--- config.mk ---
export PLATFORM = sky130hd
export DESIGN_NAME = hc_dma_abort_guard
export DESIGN_NICKNAME = d
export VERILOG_FILES = /design/src/rtl/hcabt_pkg.sv /design/src/rtl/hcabt_halt_fsm.sv /design/src/rtl/hcabt_status_regs.sv /design/src/rtl/hc_dma_abort_guard.sv
export SDC_FILE = /design/constraint.sdc
export NUM_CORES = 1
export LEC_CHECK = 0
export BUFFER_PORTS_ARGS = -buffer_cell sky130_fd_sc_hd__buf_4
export CAP_MARGIN = 10
export CORE_MARGIN = 10
export CORE_UTILIZATION = 43
export DETAILED_ROUTE_END_ITERATION = 8
export GPL_TIMING_DRIVEN = 1
export HOLD_SLACK_MARGIN = 0.06
export PLACE_DENSITY = 0.73
export SLEW_MARGIN = 20
export SYNTH_ARGS = -nofsm -noshare
export SYNTH_HDL_FRONTEND = slang
export SYNTH_HIERARCHICAL = 1
export SYNTH_SLANG_ARGS = --single-unit
--- constraint.sdc ---
create_clock -name clk -period 1.4 [get_ports clk]
set_input_delay 0.28 -clock clk [delete_from_list [all_inputs] [get_ports clk]]
set_output_delay 0.28 -clock clk [all_outputs]
set_load 0.1 [all_outputs]
--- src/rtl/hcabt_pkg.sv ---
package hcabt_pkg;

   typedef enum logic [2:0] {
      SEL_RUNCTL  = 3'd0,
      SEL_OPSTAT  = 3'd1,
      SEL_OPIEN   = 3'd2,
      SEL_CFGCMD  = 3'd3,
      SEL_CFGSTAT = 3'd4
   } reg_sel_e;

   localparam int BIT_RUN     = 0;
   localparam int BIT_HSE     = 4;
   localparam int BIT_HALTED  = 12;
   localparam int BIT_SERR_EN = 8;
   localparam int BIT_RTA     = 12;
   localparam int BIT_RMA     = 13;
   localparam int BIT_SSE     = 14;
   localparam int MIN_DATA_W  = 15;

   typedef enum logic [1:0] {
      HS_IDLE   = 2'd0,
      HS_DRAIN  = 2'd1,
      HS_HALTED = 2'd2
   } halt_st_e;

endpackage

--- src/rtl/hcabt_halt_fsm.sv ---
module hcabt_halt_fsm
   import hcabt_pkg::*;
#(
   parameter int DRAIN_LIMIT = 64
) (
   input  logic clk,
   input  logic rst_n,
   input  logic abort_valid,
   input  logic xfer_done,
   input  logic release_req,
   output logic halt_o,
   output logic halted_o
);

   localparam int CNT_W = $clog2(DRAIN_LIMIT + 1);
   localparam logic [CNT_W-1:0] CNT_LAST = CNT_W'(DRAIN_LIMIT - 1);

   initial begin
      assert (DRAIN_LIMIT >= 1) else $error("DRAIN_LIMIT must be at least 1");
   end

   halt_st_e         st_q, st_d;
   logic [CNT_W-1:0] cnt_q, cnt_d;

   always_comb begin
      st_d  = st_q;
      cnt_d = cnt_q;
      if (release_req && !abort_valid) begin
         st_d  = HS_IDLE;
         cnt_d = '0;
      end else begin
         unique case (st_q)
            HS_IDLE: begin
               if (abort_valid) begin
                  st_d  = HS_DRAIN;
                  cnt_d = '0;
               end
            end
            HS_DRAIN: begin
               if (xfer_done || cnt_q == CNT_LAST) begin
                  st_d = HS_HALTED;
               end else begin
                  cnt_d = cnt_q + 1'b1;
               end
            end
            HS_HALTED: st_d = HS_HALTED;
            default:   st_d = HS_IDLE;
         endcase
      end
   end

   always_ff @(posedge clk or negedge rst_n) begin
      if (!rst_n) begin
         st_q  <= HS_IDLE;
         cnt_q <= '0;
      end else begin
         st_q  <= st_d;
         cnt_q <= cnt_d;
      end
   end

   assign halt_o   = (st_q != HS_IDLE);
   assign halted_o = (st_q == HS_HALTED);


   abort_halts_chk: assert property (@(posedge clk) disable iff (!rst_n)
      abort_valid |=> halt_o);


   done_ends_drain_chk: assert property (@(posedge clk) disable iff (!rst_n)
      (st_q == HS_DRAIN && xfer_done && !release_req) |=> halted_o);


   cnt_bound_chk: assert property (@(posedge clk) disable iff (!rst_n)
      cnt_q <= CNT_LAST);

endmodule

--- src/rtl/hcabt_status_regs.sv ---
module hcabt_status_regs
   import hcabt_pkg::*;
#(
   parameter int DATA_W = 16
) (
   input  logic              clk,
   input  logic              rst_n,
   input  logic [2:0]        reg_sel,
   input  logic              reg_wr,
   input  logic [DATA_W-1:0] reg_wdata,
   output logic [DATA_W-1:0] reg_rdata,
   input  logic              abort_valid,
   input  logic              abort_is_target,
   input  logic              halted_i,
   output logic              release_o,
   output logic              hse_flag_o,
   output logic              hse_en_o,
   output logic              serr_o
);

   initial begin
      assert (DATA_W >= MIN_DATA_W) else $error("DATA_W too narrow for status fields");
   end

   logic run_q, hse_en_q, serr_en_q;
   logic hse_q, rta_q, rma_q, sse_q, serr_q;
   logic wr_run, wr_opstat, wr_opien, wr_cfgcmd, wr_cfgstat;

   assign wr_run     = reg_wr && (reg_sel == SEL_RUNCTL);
   assign wr_opstat  = reg_wr && (reg_sel == SEL_OPSTAT);
   assign wr_opien   = reg_wr && (reg_sel == SEL_OPIEN);
   assign wr_cfgcmd  = reg_wr && (reg_sel == SEL_CFGCMD);
   assign wr_cfgstat = reg_wr && (reg_sel == SEL_CFGSTAT);
   assign release_o  = wr_run && !reg_wdata[BIT_RUN];

   always_ff @(posedge clk or negedge rst_n) begin
      if (!rst_n) begin
         run_q     <= 1'b0;
         hse_en_q  <= 1'b0;
         serr_en_q <= 1'b0;
      end else begin
         if (wr_run)    run_q     <= reg_wdata[BIT_RUN];
         if (wr_opien)  hse_en_q  <= reg_wdata[BIT_HSE];
         if (wr_cfgcmd) serr_en_q <= reg_wdata[BIT_SERR_EN];
      end
   end

   always_ff @(posedge clk or negedge rst_n) begin
      if (!rst_n) begin
         hse_q  <= 1'b0;
         rta_q  <= 1'b0;
         rma_q  <= 1'b0;
         sse_q  <= 1'b0;
         serr_q <= 1'b0;
      end else begin
         hse_q  <= abort_valid
                   | (hse_q & ~(wr_opstat & reg_wdata[BIT_HSE]));
         rta_q  <= (abort_valid & abort_is_target)
                   | (rta_q & ~(wr_cfgstat & reg_wdata[BIT_RTA]));
         rma_q  <= (abort_valid & ~abort_is_target)
                   | (rma_q & ~(wr_cfgstat & reg_wdata[BIT_RMA]));
         sse_q  <= (abort_valid & serr_en_q)
                   | (sse_q & ~(wr_cfgstat & reg_wdata[BIT_SSE]));
         serr_q <= abort_valid & serr_en_q;
      end
   end

   always_comb begin
      reg_rdata = '0;
      unique case (reg_sel)
         SEL_RUNCTL:  reg_rdata[BIT_RUN] = run_q;
         SEL_OPSTAT: begin
            reg_rdata[BIT_HSE]    = hse_q;
            reg_rdata[BIT_HALTED] = halted_i;
         end
         SEL_OPIEN:   reg_rdata[BIT_HSE]     = hse_en_q;
         SEL_CFGCMD:  reg_rdata[BIT_SERR_EN] = serr_en_q;
         SEL_CFGSTAT: begin
            reg_rdata[BIT_RTA] = rta_q;
            reg_rdata[BIT_RMA] = rma_q;
            reg_rdata[BIT_SSE] = sse_q;
         end
         default:     reg_rdata = '0;
      endcase
   end

   assign hse_flag_o = hse_q;
   assign hse_en_o   = hse_en_q;
   assign serr_o     = serr_q;


   abort_sets_hse_chk: assert property (@(posedge clk) disable iff (!rst_n)
      abort_valid |=> hse_flag_o);


   target_sets_rta_chk: assert property (@(posedge clk) disable iff (!rst_n)
      (abort_valid && abort_is_target) |=> rta_q);


   master_sets_rma_chk: assert property (@(posedge clk) disable iff (!rst_n)
      (abort_valid && !abort_is_target) |=> rma_q);


   serr_gated_chk: assert property (@(posedge clk) disable iff (!rst_n)
      (abort_valid && !serr_en_q) |=> !serr_o);


   hse_sticky_chk: assert property (@(posedge clk) disable iff (!rst_n)
      (hse_q && !wr_opstat) |=> hse_q);

endmodule

--- src/rtl/hc_dma_abort_guard.sv ---
module hc_dma_abort_guard
   import hcabt_pkg::*;
#(
   parameter int DATA_W        = 16,
   parameter int DRAIN_LIMIT   = 64,
   parameter bit IRQ_REGISTERED = 1'b0
) (
   input  logic              clk,
   input  logic              rst_n,
   input  logic [2:0]        reg_sel,
   input  logic              reg_wr,
   input  logic [DATA_W-1:0] reg_wdata,
   output logic [DATA_W-1:0] reg_rdata,
   input  logic              abort_valid,
   input  logic              abort_is_target,
   input  logic              xfer_done,
   output logic              dma_halt,
   output logic              irq,
   output logic              serr
);

   logic release_req, halted, hse_flag, hse_en;

   hcabt_status_regs #(.DATA_W(DATA_W)) u_regs (
      .clk             (clk),
      .rst_n           (rst_n),
      .reg_sel         (reg_sel),
      .reg_wr          (reg_wr),
      .reg_wdata       (reg_wdata),
      .reg_rdata       (reg_rdata),
      .abort_valid     (abort_valid),
      .abort_is_target (abort_is_target),
      .halted_i        (halted),
      .release_o       (release_req),
      .hse_flag_o      (hse_flag),
      .hse_en_o        (hse_en),
      .serr_o          (serr)
   );

   hcabt_halt_fsm #(.DRAIN_LIMIT(DRAIN_LIMIT)) u_fsm (
      .clk         (clk),
      .rst_n       (rst_n),
      .abort_valid (abort_valid),
      .xfer_done   (xfer_done),
      .release_req (release_req),
      .halt_o      (dma_halt),
      .halted_o    (halted)
   );

   generate
      if (IRQ_REGISTERED) begin : g_irq_flop
         logic irq_q;
         always_ff @(posedge clk or negedge rst_n) begin
            if (!rst_n) irq_q <= 1'b0;
            else        irq_q <= hse_flag & hse_en;
         end
         assign irq = irq_q;
      end else begin : g_irq_comb
         assign irq = hse_flag & hse_en;
      end
   endgenerate


   halted_implies_halt_chk: assert property (@(posedge clk) disable iff (!rst_n)
      halted |-> dma_halt);

endmodule

==> Flow_metrics.wiki, run 1 <==
{| class="wikitable"
! Metric !! Value
|-
| Run status || finished, violations left
|-
| Failing checks || setup timing
|-
| Global-route congestion overflow total || 0
|-
| Total via count after detailed routing || 1024
|-
| Count of flip-flops with a built-in enable after synthesis || 0
|-
| Initial core utilization || 45.60%
|-
| Synth Area per Inst || 9.742 sq um
|-
| Number of remaining DRC errors || 0
|-
| Worst IR drop on VDD || 1.384 mV
|-
| Most utilized layer in the global route result || met2
|-
| Die extent in y || 71.49 um
|-
| Average wire length per cell after detail routing || 15.14 um
|-
| Met3 track demand over resource || 5.234%
|-
| Area added between synthesis and finish || 55.65%
|-
| Longest individual stage delay on the worst path || 400 ps
|-
| Final number of setup-violating endpoints || 16
|-
| Share of the synthesized area in compound gates (AO/OA/AOI/OAI) || 14.93%
|-
| Detailed Place HPWL || 2152 um
|-
| Critical Path Source Type || flip-flop
|-
| Clock-pin transition on the worst setup and hold timing paths || 100 ps
|-
| Final clock skew || 0.4241 ps
|-
| Row count || 18
|-
| CP Max Fanout || 2
|-
| Cell types occupying the most area after synthesis || dfrtp_1 37%, buf_4 7.2%, ha_1 5.5%, nand2_1 4.3%, nand2b_1 3.3%
|-
| Async set-or-reset flop fraction in the synthesized netlist || 100.0%
|-
| Unrepaired setup endpoints after global routing || yes
|-
| Final critical-path share of the clock period || 120.3%
|-
| Final ANT Viol Nets || 0
|-
| Cell area reported after detailed placement || 0.001519 sq mm
|-
| Number of buffers added by the clock tree synthesis step || 3
|-
| Synth top area share || 37.32%
|-
| Multiplexer share of the synthesized area || 5.598%
|-
| Clock latency on the worst-skew pair || 290 ps
|-
| Maximum clock insertion buffer count || 2
|-
| Pre-Repair DR Iteration Count || 4
|-
| Synth warnings || 6
|-
| Maximum number of pins on one net before global-route repair || 18
|-
| Final layout net count || 203
|-
| Die W || 71.49 um
|-
| Critical path data arrival time || 1400 ps
|-
| Cell with the biggest individual delay on the critical path || dfrtp_1
|-
| GRT Resource Usage Total || 11.58%
|-
| Placement Setup Slack || -198.0 ps
|-
| H-Tree Level Count || 1
|-
| Number of global-route vias before repair || 1066
|-
| Share of post-route cells with drive strength above 1 || 50.00%
|-
| Number of max-cap violations || 0
|-
| Number of DRC markers after the initial detailed-route iteration || 72
|-
| Placeable core region || 0.002500 sq mm
|-
| Adder-cell share of the synthesized area || 5.488%
|-
| Combinational family with the most area after synthesis || simple AND/OR/NAND/NOR gates
|-
| Xor/xnor cell area share of the yosys netlist || 0%
|-
| Cell at the root of the clock tree || clkbuf_4
|-
| Critical Path, Cell by Cell || inv_2 -> ha_4 -> nand3b_1 -> a21oi_4 -> buf_12
|-
| I/O Buffers || 23
|-
| GRT met1 Usage || 12.42%
|-
| Vias/cell || 5.069
|-
| TritonCTS Sinks || 17
|-
| Total Power || 2608 uW
|-
| Final design utilization || 70.97%
|-
| Share of the yosys chip area belonging to registers || 37.32%
|-
| Number of top-level pins || 44
|-
| Timing-limited maximum frequency || 593.9 MHz
|-
| Leading cell type by number of instances after synthesis || dfrtp_1
|-
| Total Wirelength || 3059 um
|-
| Number of antenna violations at the first check in global routing || 0
|-
| Total power divided by cell area || 1470 mW/mm^2
|-
| Commonest cells post-synth || 17 x dfrtp_1, 13 x nand2_1, 11 x buf_4
|-
| Final hold violation count || 0
|-
| Number of instances in the synthesized netlist || 117
|-
| Crit path capture type || output port
|-
| Fraction of the mapped netlist area in simple logic gates || 24.70%
|-
| Post-layout instance count excluding filler cells || 202
|-
| TritonCTS clock tree || yes
|-
| Time the final worst path needs with I/O delays and setup || 1684 ps
|-
| Number of pins with negative max-slew slack in the final report || 0
|-
| First-pass GRT wire length || 4905 um
|-
| Cell area after layout || 0.001774 sq mm
|-
| Inserted Diodes || 0
|-
| Leakage power || 0.0008265 uW
|-
| Crit path kind || flip-flop to output port
|-
| Flip-flop and latch count after synthesis || 17
|-
| Data required time of the worst path || 1120 ps
|-
| Die Outline Area || 0.005110 sq mm
|-
| Met2 track utilization from global routing || 20.59%
|-
| Final WS setup || -283.9 ps
|-
| Dominant synthesized flop cell || dfrtp_1
|-
| Filler cells || 193
|-
| Final estimated routing congestion in global placement || 0.8095
|-
| Placed cells || 188
|-
| Cell type with the highest aggregate area in the netlist || dfrtp_1
|-
| Post-Synthesis Cell Area || 0.001140 sq mm
|-
| Distinct cell type count after synthesis || 35
|-
| HP Class || input port to flip-flop
|}
## logic make-up (layout without fill, tap and decap cells)
group	after synthesis	count (layout)
adder cells (fa/ha/maj)	5	5
multiplexers	6	6
flip-flops	17	17
other	1	10
AND/OR/NAND/NOR	44	44
buffers and inverters	22	68
AO/OA/AOI/OAI	22	22
## sequential cells by signal, indices dropped and copies added (netlist names)
name / flops
u_fsm/cnt_q: 7
u_fsm/st_q: 2
u_regs/hse_en_o: 1
u_regs/hse_flag_o: 1
u_regs/rma_q: 1
u_regs/rta_q: 1
u_regs/run_q: 1
u_regs/serr_en_q: 1
u_regs/serr_o: 1
u_regs/sse_q: 1
## routing by layer
metal  part of all wire, %  up-vias
met5                     0        -
met1                    39      492
met4                  0.42        0
li1                      -      505
met3                   7.1        2
met2                    53       25
## what timing repair did
item | CTS | global route
pin swaps | 9 | 5
hold buffers | 1 | 0
setup endpoints to repair | 16 | 17
endpoints found under the hold margin | 17 | 0
setup buffers | 6 | 3
resized for setup | 24 | 10
## critical path, delay by kind of cell (launching register included)
| kind | cells | cell delay, ps |
|---|---|---|
| flops | 1 | 400 |
| buf+inv | 2 | 280 |
| compound gates | 1 | 200 |
| simple gates | 1 | 110 |
| fa+ha+maj | 1 | 120 |
## power breakdown
group	total, uW	leakage [uW]	switching [uW]	internal [uW]
sequential	642	0.000206	57.7	584
clock	261	0.0000177	155	106
combinational	1700	0.000603	963	742
## layout by cell type (no fill, tap or decap), types with 2 or more instances in the layout
cell type / instances
a21oi_1: 4
a21oi_4: 2
a31oi_1: 5
a41oi_1: 2
and2_1: 2
and3_2: 2
and4bb_2: 2
buf_12: 5
buf_4: 42
buf_6: 6
clkbuf_4: 3
conb_1: 10
dfrtp_1: 17
ha_2: 2
ha_4: 2
inv_1: 6
inv_2: 2
mux2_2: 2
mux2i_1: 3
nand2_1: 13
nand2b_1: 5
nand3_1: 2
nand3b_1: 4
nor2_1: 2
nor2b_1: 3
nor4b_4: 2
## cell type report
type | instances | area, sq um | share of cell area, %
tap | 30 | 37.54 | 2.116
timing repair buffer | 55 | 508.0 | 28.63
clock buffer | 3 | 22.52 | 1.269
clock inverter | 1 | 5.005 | 0.2821
multi-input combinational | 87 | 738.2 | 41.61
sequential | 17 | 425.4 | 23.98
inverter | 9 | 37.54 | 2.116
## worst paths after layout
kind | startpoint | end | slack (ps) | depth (start not counted)
worst max-delay path | u_fsm/st_q[0]$_DFFE_PN0P_ | reg_rdata[12] | -280 | 5
worst min-delay path | reg_wdata[14] | u_regs/sse_q$_DFF_PN0_ | 170 | 2
worst max register to register | u_fsm/st_q[0]$_DFFE_PN0P_ | u_fsm/cnt_q[1]$_DFFE_PN0P_ | -210 | 9
worst min register to register | u_regs/run_q$_DFFE_PN0P_ | u_regs/run_q$_DFFE_PN0P_ | 510 | 1
max in group asynchronous | rst_n | u_regs/rta_q$_DFF_PN0_ | 820 | 2
min in group asynchronous | rst_n | u_regs/run_q$_DFFE_PN0P_ | 380 | 2
## stage by stage
step                      setup TNS (ps)  hold WS (ps)
after floorplan                    -3345        -15.59
after global placement             -1674         156.9
after detailed placement           -1890         156.8
after CTS                          -1913         163.7
after global routing               -3207         171.7
final                              -2020         170.1
Power figures use the tool's default switching activity.
==> run 2, diff against run 1 <==
GPL_TIMING_DRIVEN = 0   (was 1)
==> run 2 against run 1 <==
Against the previous run: sequential cell count stayed put; critical path depth stayed put; non-clock buffer count is 4 lower; routed wire length is 3.6% lower; clock skew is 9.4 ps higher; via count is 0.59% lower; sequential power is 4.8% higher; clock power is 3% higher; count of clock-buffer cells in the layout is 1 higher; the run still ends with setup timing left; utilization is 0.65 points higher; combinational power is 6% lower.
==> Flow_metrics.wiki, run 2 (synthesized netlist as in run 1, its figures left out) <==
{| class="wikitable"
! Metric !! Value
|-
| Number of top-level pins || 44 (unchanged)
|-
| Fraction of power consumed by the clock network || 10.6% (was 10.0%)
|-
| Longest individual stage delay on the worst path || 410 ps (was 400 ps)
|-
| Part of the total power dissipated in combinational logic || 62.8% (was 65.4%)
|-
| Total via count after detailed routing || 1018 (was 1024)
|-
| Vias/cell || 5.141 (was 5.069)
|-
| Share of post-route cells with drive strength above 1 || 49.40% (was 50.00%)
|-
| Unrepaired setup endpoints after global routing || yes (unchanged)
|-
| Cell at the root of the clock tree || clkbuf_4 (unchanged)
|-
| Share of total power in sequential cells || 26.6% (was 24.6%)
|-
| Final clock skew || 9.802 ps (was 0.4241 ps)
|-
| HP Class || input port to flip-flop (unchanged)
|-
| Final estimated routing congestion in global placement || 0.8136 (was 0.8095)
|-
| Number of antenna violations at the first check in global routing || 0 (unchanged)
|-
| Maximum number of pins on one net before global-route repair || 18 (unchanged)
|-
| Die extent in y || 71.49 um (unchanged)
|-
| Number of DRC markers after the initial detailed-route iteration || 72 (unchanged)
|-
| Number of max-cap violations || 0 (unchanged)
|-
| Cell with the biggest individual delay on the critical path || dfrtp_1 (unchanged)
|-
| Crit path kind || flip-flop to output port (unchanged)
|-
| Internal Pwr Total || 1368 uW (was 1432 uW)
|-
| Critical path data arrival time || 1400 ps (about the same)
|-
| Global-route congestion overflow total || 0 (unchanged)
|-
| Number of global-route vias before repair || 1036 (was 1066)
|-
| Total Power || 2529 uW (was 2608 uW)
|-
| Data required time of the worst path || 1120 ps (about the same)
|-
| Net switching power figure || 1161 uW (was 1176 uW)
|-
| Crit path capture type || output port (unchanged)
|-
| Final layout net count || 199 (was 203)
|-
| Initial core utilization || 45.60% (unchanged)
|-
| Number of remaining DRC errors || 0 (unchanged)
|-
| I/O Buffers || 23 (unchanged)
|-
| Placed cells || 179 (was 188)
|-
| Final WS setup || -278.7 ps (was -283.9 ps)
|-
| Number of buffers added by the clock tree synthesis step || 3 (unchanged)
|-
| TritonCTS clock tree || yes (unchanged)
|-
| Largest registers || u_fsm/cnt_q x7, u_fsm/st_q x2 (unchanged)
|-
| Cell area after layout || 0.001790 sq mm (was 0.001774 sq mm)
|-
| Time the final worst path needs with I/O delays and setup || 1679 ps (was 1684 ps)
|-
| Inserted Diodes || 0 (unchanged)
|-
| CP Max Fanout || 3 (was 2)
|-
| Row count || 18 (unchanged)
|-
| Clock-pin transition on the worst setup and hold timing paths || 100 ps (about the same)
|-
| Average wire length per cell after detail routing || 14.89 um (was 15.14 um)
|-
| Post-layout instance count excluding filler cells || 198 (was 202)
|-
| Largest register by flop count || u_fsm/cnt_q (unchanged)
|-
| Cell type group with the largest total delay on the critical path || flip-flops (unchanged)
|-
| Area added between synthesis and finish || 57.08% (was 55.65%)
|-
| GRT Resource Usage Total || 11.64% (was 11.58%)
|-
| Detailed Place HPWL || 2027 um (was 2152 um)
|-
| Final ANT Viol Nets || 0 (unchanged)
|-
| Most frequent cells in the layout || 37 x buf_4, 16 x dfrtp_1, 13 x nand2_1, 10 x conb_1, 7 x buf_12 (was 42 x buf_4, 17 x dfrtp_1, 13 x nand2_1, 10 x conb_1)
|-
| H-Tree Level Count || 1 (unchanged)
|-
| Maximum clock insertion buffer count || 2 (unchanged)
|-
| Final number of setup-violating endpoints || 13 (was 16)
|-
| Final critical-path share of the clock period || 119.9% (was 120.3%)
|-
| TritonCTS Sinks || 17 (unchanged)
|-
| Die W || 71.49 um (unchanged)
|-
| Number of buffer and inverter instances along the worst setup path || 2 (unchanged)
|-
| Critical Path Source Type || flip-flop (unchanged)
|-
| Number of flip-flops in the largest register || 7 (unchanged)
|-
| Total power divided by cell area || 1413 mW/mm^2 (was 1470 mW/mm^2)
|-
| Worst IR drop on VDD || 1.700 mV (was 1.384 mV)
|-
| Clock latency on the worst-skew pair || 300 ps (was 290 ps)
|-
| Die Outline Area || 0.005110 sq mm (unchanged)
|-
| Critical Path, Cell by Cell || inv_2 -> ha_4 -> nand3b_1 -> a21oi_4 -> buf_12 (unchanged)
|-
| Final hold violation count || 0 (unchanged)
|-
| First-pass GRT wire length || 4981 um (was 4905 um)
|-
| Total Wirelength || 2949 um (was 3059 um)
|-
| Timing-limited maximum frequency || 595.7 MHz (was 593.9 MHz)
|-
| Run status || finished, violations left (unchanged)
|-
| Final TNS setup || -2012 ps (was -2020 ps)
|-
| Placeable core region || 0.002500 sq mm (unchanged)
|-
| Pre-Repair DR Iteration Count || 4 (unchanged)
|-
| Cell area reported after detailed placement || 0.001483 sq mm (was 0.001519 sq mm)
|-
| Leading cell type in the layout, fill and taps excluded || buf_4 (unchanged)
|-
| Switching part of the total || 45.92% (was 45.10%)
|-
| Number of pins with negative max-slew slack in the final report || 0 (unchanged)
|-
| Failing checks || setup timing (unchanged)
|-
| Filler cells || 190 (was 193)
|-
| Leakage power || 0.0008199 uW (was 0.0008265 uW)
|}
## run 2: layer usage
| metal | wire length (um) | GRT usage, % |
|---|---|---|
| met3 | 248 | 5.096 |
| met1 | 1138 | 12.90 |
| met4 | 20 | 1.935 |
| met2 | 1542 | 20.29 |
| met5 | 0 | 0 |
## run 2: layout make-up
cell class,count,area (sq um),area share [%]
Inverter,9,37.54,2.096
Timing Repair Buffer,38,372.9,20.82
Tap cell,30,37.54,2.096
Sequential cell,17,426.7,23.83
Clock buffer,4,26.28,1.468
Buffer,13,128.9,7.198
Multi-Input combinational cell,87,760.7,42.49
## run 2: metrics by stage
stage                     util [%]  hold WS, ps  setup WS (ps)
after detailed placement     59.31        157.0         -443.6
after floorplan                  -       -15.59         -379.9
final                        71.62        173.2         -278.7
after global routing         71.62        164.7         -353.8
after CTS                    68.92        157.2         -315.4
after global placement       59.31        159.4         -431.9
## run 2: power by group through the flow
stage	clock network, uW	registers, uW	logic (uW)
4_1_cts	280	655	1520
2_1_floorplan	0	682	937
3_3_place_gp	0	665	1140
3_5_place_dp	0	672	1170
6_report	269	673	1590
5_1_grt	305	688	1710
## run 2: path summary, 6_finish.rpt
check                                     startpoint  slack [ps]  cells past startpoint                    endpoint
max                        u_fsm/st_q[0]$_DFFE_PN0P_        -280                      5               reg_rdata[12]
min                                    reg_wdata[14]         170                      2      u_regs/sse_q$_DFF_PN0_
max reg2reg                u_fsm/st_q[0]$_DFFE_PN0P_        -210                      7  u_fsm/cnt_q[1]$_DFFE_PN0P_
min reg2reg                 u_regs/run_q$_DFFE_PN0P_         510                      1    u_regs/run_q$_DFFE_PN0P_
max in group asynchronous                      rst_n         820                      2   u_fsm/st_q[1]$_DFFE_PN0P_
min in group asynchronous                      rst_n         380                      2    u_regs/run_q$_DFFE_PN0P_
## run 2: repair_timing
action / CTS / global route
gates resized for setup: 24 / 12
endpoints found under the hold margin: 17 / 0
hold buffers: 1 / 0
buffers inserted: 12 / 2
setup endpoints to repair: 16 / 17
pin swaps: 10 / 9
